## src/rtl/dpoll_limit.sv

```systemverilog
module dpoll_limit #(
  parameter int MAX_POLLS = 4096
) (
  input  logic clk_i,
  input  logic rst_ni,
  input  logic clr_i,
  input  logic inc_i,
  output logic hit_o
);
  localparam int CW = $clog2(MAX_POLLS + 1);
  localparam logic [CW-1:0] LAST = CW'(MAX_POLLS - 1);

  logic [CW-1:0] cnt_q;

  assign hit_o = inc_i && (cnt_q == LAST);

  always_ff @(posedge clk_i or negedge rst_ni) begin
    if (!rst_ni)             cnt_q <= '0;
    else if (clr_i)          cnt_q <= '0;
    else if (inc_i && !hit_o) cnt_q <= cnt_q + 1'b1;
  end

  assert_cnt_bound_R8: assert property (@(posedge clk_i) disable iff (!rst_ni)
    cnt_q <= LAST);
  assert_hit_no_wrap_R8: assert property (@(posedge clk_i) disable iff (!rst_ni)
    hit_o && !clr_i |=> cnt_q == LAST);
endmodule

```

## config.mk

```make
export PLATFORM = sky130hd
export DESIGN_NAME = dpoll_limit
export DESIGN_NICKNAME = d
export VERILOG_FILES = /design/src/rtl/dpoll_limit.sv
export SDC_FILE = /design/constraint.sdc
export NUM_CORES = 1
export LEC_CHECK = 0
export BUFFER_PORTS_ARGS = -buffer_cell sky130_fd_sc_hd__buf_2
export CORE_MARGIN = 2
export CORE_UTILIZATION = 40
export CTS_CLUSTER_DIAMETER = 30
export CTS_CLUSTER_SIZE = 12
export DETAILED_ROUTE_END_ITERATION = 8
export GPL_ROUTABILITY_DRIVEN = 1
export HOLD_SLACK_MARGIN = 0.15
export MAX_ROUTING_LAYER = met4
export SLEW_MARGIN = 20
export SYNTH_ARGS = -nofsm -noshare
export SYNTH_HDL_FRONTEND = slang
export SYNTH_SLANG_ARGS = --single-unit
```

## constraint.sdc

```tcl
create_clock -name clk_i -period 5.2 [get_ports clk_i]
set_input_delay 0.52 -clock clk_i [delete_from_list [all_inputs] [get_ports clk_i]]
set_output_delay 0.52 -clock clk_i [all_outputs]
set_load 0.05 [all_outputs]
```

==> results.sh <==
export IMPL_syn_nets=81
export IMPL_cp_depth=5
export IMPL_timing_final_crit_period_ns=2.66
export IMPL_path_clk_slew_ns=0.07
export IMPL_wl_per_cell_microns=13.4
export IMPL_grt_use_total_pct=18.8
export IMPL_synth_distinct_cells=33
export IMPL_synth_ff_latch_count=13
export IMPL_worstRegToRegCells=5
export IMPL_period_share_pct=51.1
export IMPL_netlist_top_cells_area="dfrtp_1 (44%), a21oi_1 (4.0%), nand2_1 (3.5%)"
export IMPL_gp_congestion=0.762
export IMPL_core_area_sq_um=1750
export IMPL_drive_above_1_share_pct=16.9
export IMPL_initial_core_util_pct=42.7
export IMPL_io_pins=5
export IMPL_first_global_vias=582
export IMPL_skew_ns=0.00141
export IMPL_yosysSeqAreaShare_pct=43.7
export IMPL_viasPerCell=5.60
export IMPL_holdCritStartpoint="cnt_q[6]"
export IMPL_fin_cells=108
export IMPL_fin_ws_ns=2.54
export IMPL_drtIter0Drc=11
export IMPL_numCtsBuffers=3
export IMPL_rows=15
export IMPL_crit_buf_inv=1
export IMPL_clk_latency_ns=0.27
export IMPL_synthToLayoutAreaGrowth_pct=9.58
export IMPL_cp_cell_sequence="ha_1, nand2_1, or4_1, nor3_1, buf_2"
export IMPL_post_cts_resized=0
export IMPL_totalWireLength_microns=1440
export IMPL_clockRootBuffer="clkbuf_4"
export IMPL_worstSetupPathType="flop to output port"
export IMPL_place_hpwl_microns=1080
export IMPL_ys_flop_type="dfrtp_1"
export IMPL_cp_max_fo=6
export IMPL_fin_tns_setup_ns=0
export IMPL_cp_end_kind="output port"
export IMPL_dieArea_sq_um=2220
export IMPL_grt_max_degree=14
export IMPL_dp_cells=103
export IMPL_r2r_start="cnt_q[0]"
export IMPL_power_density_nw_per_um2=216
export IMPL_largest_reg_flops=13
export IMPL_start_kind="flop"
export IMPL_crit_family="simple AND/OR/NAND/NOR gates"
export IMPL_max_freq_ghz=0.376
export IMPL_relSlewSlack_pct=72.3
export IMPL_drc=0
export IMPL_maxCapViolCount=0
export IMPL_final_util_pct=46.7
export IMPL_finalSetupViolations=0
export IMPL_r2r_end="cnt_q[10]"
export IMPL_post_cts_repair_setup_buffers=0
export IMPL_synth_area_leader_cell="dfrtp_1"
export IMPL_hold_viol=0
export IMPL_outcome="complete, no violations"
export IMPL_tritoncts="done"
export IMPL_hold_class="flop to flop"
export IMPL_die_x_microns=47.1
export IMPL_vias=605
export IMPL_synth_async_reset_ratio_pct=100
export IMPL_cts_max_path_buffers=2
export IMPL_dp_slack_ns=2.84
export IMPL_p_leak_nw=0.318
export IMPL_nNetsFinal=89
export IMPL_synth_edf_count=0
export IMPL_diodes=0
export IMPL_port_buffers=4
export IMPL_slowest_stage="or4_1"
export IMPL_gr_total_overflow=0
export IMPL_cts_num_sinks=13
export IMPL_cts_htree_levels=1
export IMPL_antenna_found_initial=0
export IMPL_die_h_microns=47.1
export IMPL_dr_pass1_iters=4
export IMPL_worst_r2r_setup_slack_ns=3.28
export IMPL_peakVddDrop_uv=133
export IMPL_crit_required_ns=4.68
export IMPL_yosysMostFrequentCell="dfrtp_1"
export IMPL_fillers=171
export IMPL_top_register="cnt_q"
export IMPL_synth_common_cells="dfrtp_1 (13), nand2_1 (7), a21oi_1 (6)"
export IMPL_avgSynthCellArea_sq_um=9.80
export IMPL_netlist_area_leader_share_pct=43.7
export IMPL_syn_cell_area_sq_um=744
export IMPL_grt_pass1_wl_microns=2770
export IMPL_worstPathArrival_ns=2.14
export IMPL_ant_nets=0
export IMPL_cpPeakStageDelay_ns=0.63
export IMPL_report_final_slew_viol_count=0
export IMPL_largestRegisters="cnt_q: 13 flops"
export IMPL_min_to="cnt_q[6]"
export IMPL_ys_warn_count=0
export IMPL_worstMarginPinSlew_ns=0.412
export IMPL_grt_setup_unrepaired="no"
export IMPL_synthCells=76
export IMPL_holdPathStages=1
## cell type report
type,count,area (sq um),share of cell area [%]
Clock buffer,4,26.3,3.22
Inverter,3,11.3,1.38
Multi-Input combinational cell,58,392,48.0
Sequential cell,13,325,39.9
Tap cell,25,31.3,3.83
Timing Repair Buffer,5,30.0,3.68
## stage by stage
| stage | area, sq um | hold WS [ns] | power, W |
|---|---|---|---|
| detailed placement | 779 | 0.424 | 0.000117 |
| global placement | 779 | 0.428 | 0.000117 |
| finish | 816 | 0.525 | 0.000176 |
| CTS | 816 | 0.531 | 0.000180 |
| floorplan | 744 | 0.224 | 0.000112 |
| global route | 816 | 0.550 | 0.000187 |
## metal layers
layer	GRT usage [%]	up-vias	share of wire, %
met4	6.67	0	0.90
met5	-	-	0
met1	27.0	286	52
li1	-	307	-
met2	24.7	10	43
met3	5.77	2	4.1
## where the power goes
group          internal (W)  switching [W]  total (W)
clock             0.0000298      0.0000308  0.0000606
combinational    0.00000426     0.00000695  0.0000112
sequential         0.000103     0.00000176   0.000104
## placed cells by master (no fill, tap or decap)
cell	netlist	routed
or4_1	1	1
dfrtp_1	13	13
o311ai_2	1	1
or4_2	1	1
dlygate4sd3_1	0	1
nand3_2	1	1
or3_1	3	3
a211oi_1	1	1
nand4_1	3	3
nor2_1	4	4
o41ai_1	2	2
a31oi_1	1	1
mux2_1	1	1
mux2i_1	1	1
clkbuf_1	0	1
o211a_1	1	1
nor2b_1	2	2
nand2_1	7	7
ha_1	1	1
nor3b_1	1	1
nand4_2	1	1
or4b_1	1	1
and2b_1	1	1
a21oi_1	6	6
or3_2	1	1
nor4_4	1	1
buf_2	1	4
inv_1	3	3
o31ai_1	1	1
mux2_2	1	1
clkbuf_4	0	3
nand3_1	3	3
nor4_1	2	2
nor3_1	3	3
o21ai_0	5	5
## cells by family after synthesis
| group | synth area share [%] |
|---|---|
| adders and majority gates | 1.68 |
| muxes | 4.37 |
| and+or+nand+nor | 30.4 |
| buffers and inverters | 3.70 |
| DFF | 43.7 |
| AOI/OAI and AO/OA | 16.1 |
## worst max-delay path by stage
stage | to | start | slack [ns]
detailed placement | hit_o | cnt_q[0] | 2.84
CTS | hit_o | cnt_q[0] | 2.52
finish | hit_o | cnt_q[0] | 2.54
global route | hit_o | cnt_q[0] | 2.33
global placement | hit_o | cnt_q[0] | 2.88
floorplan | hit_o | cnt_q[0] | 2.31
## timing repair
item / 4_1_cts / 5_1_grt
endpoints found under the hold margin: 13 / 0
endpoints found under the setup margin: 0 / 0
hold buffers: 1 / 0
No activity file was read; power rests on OpenSTA's default activity.
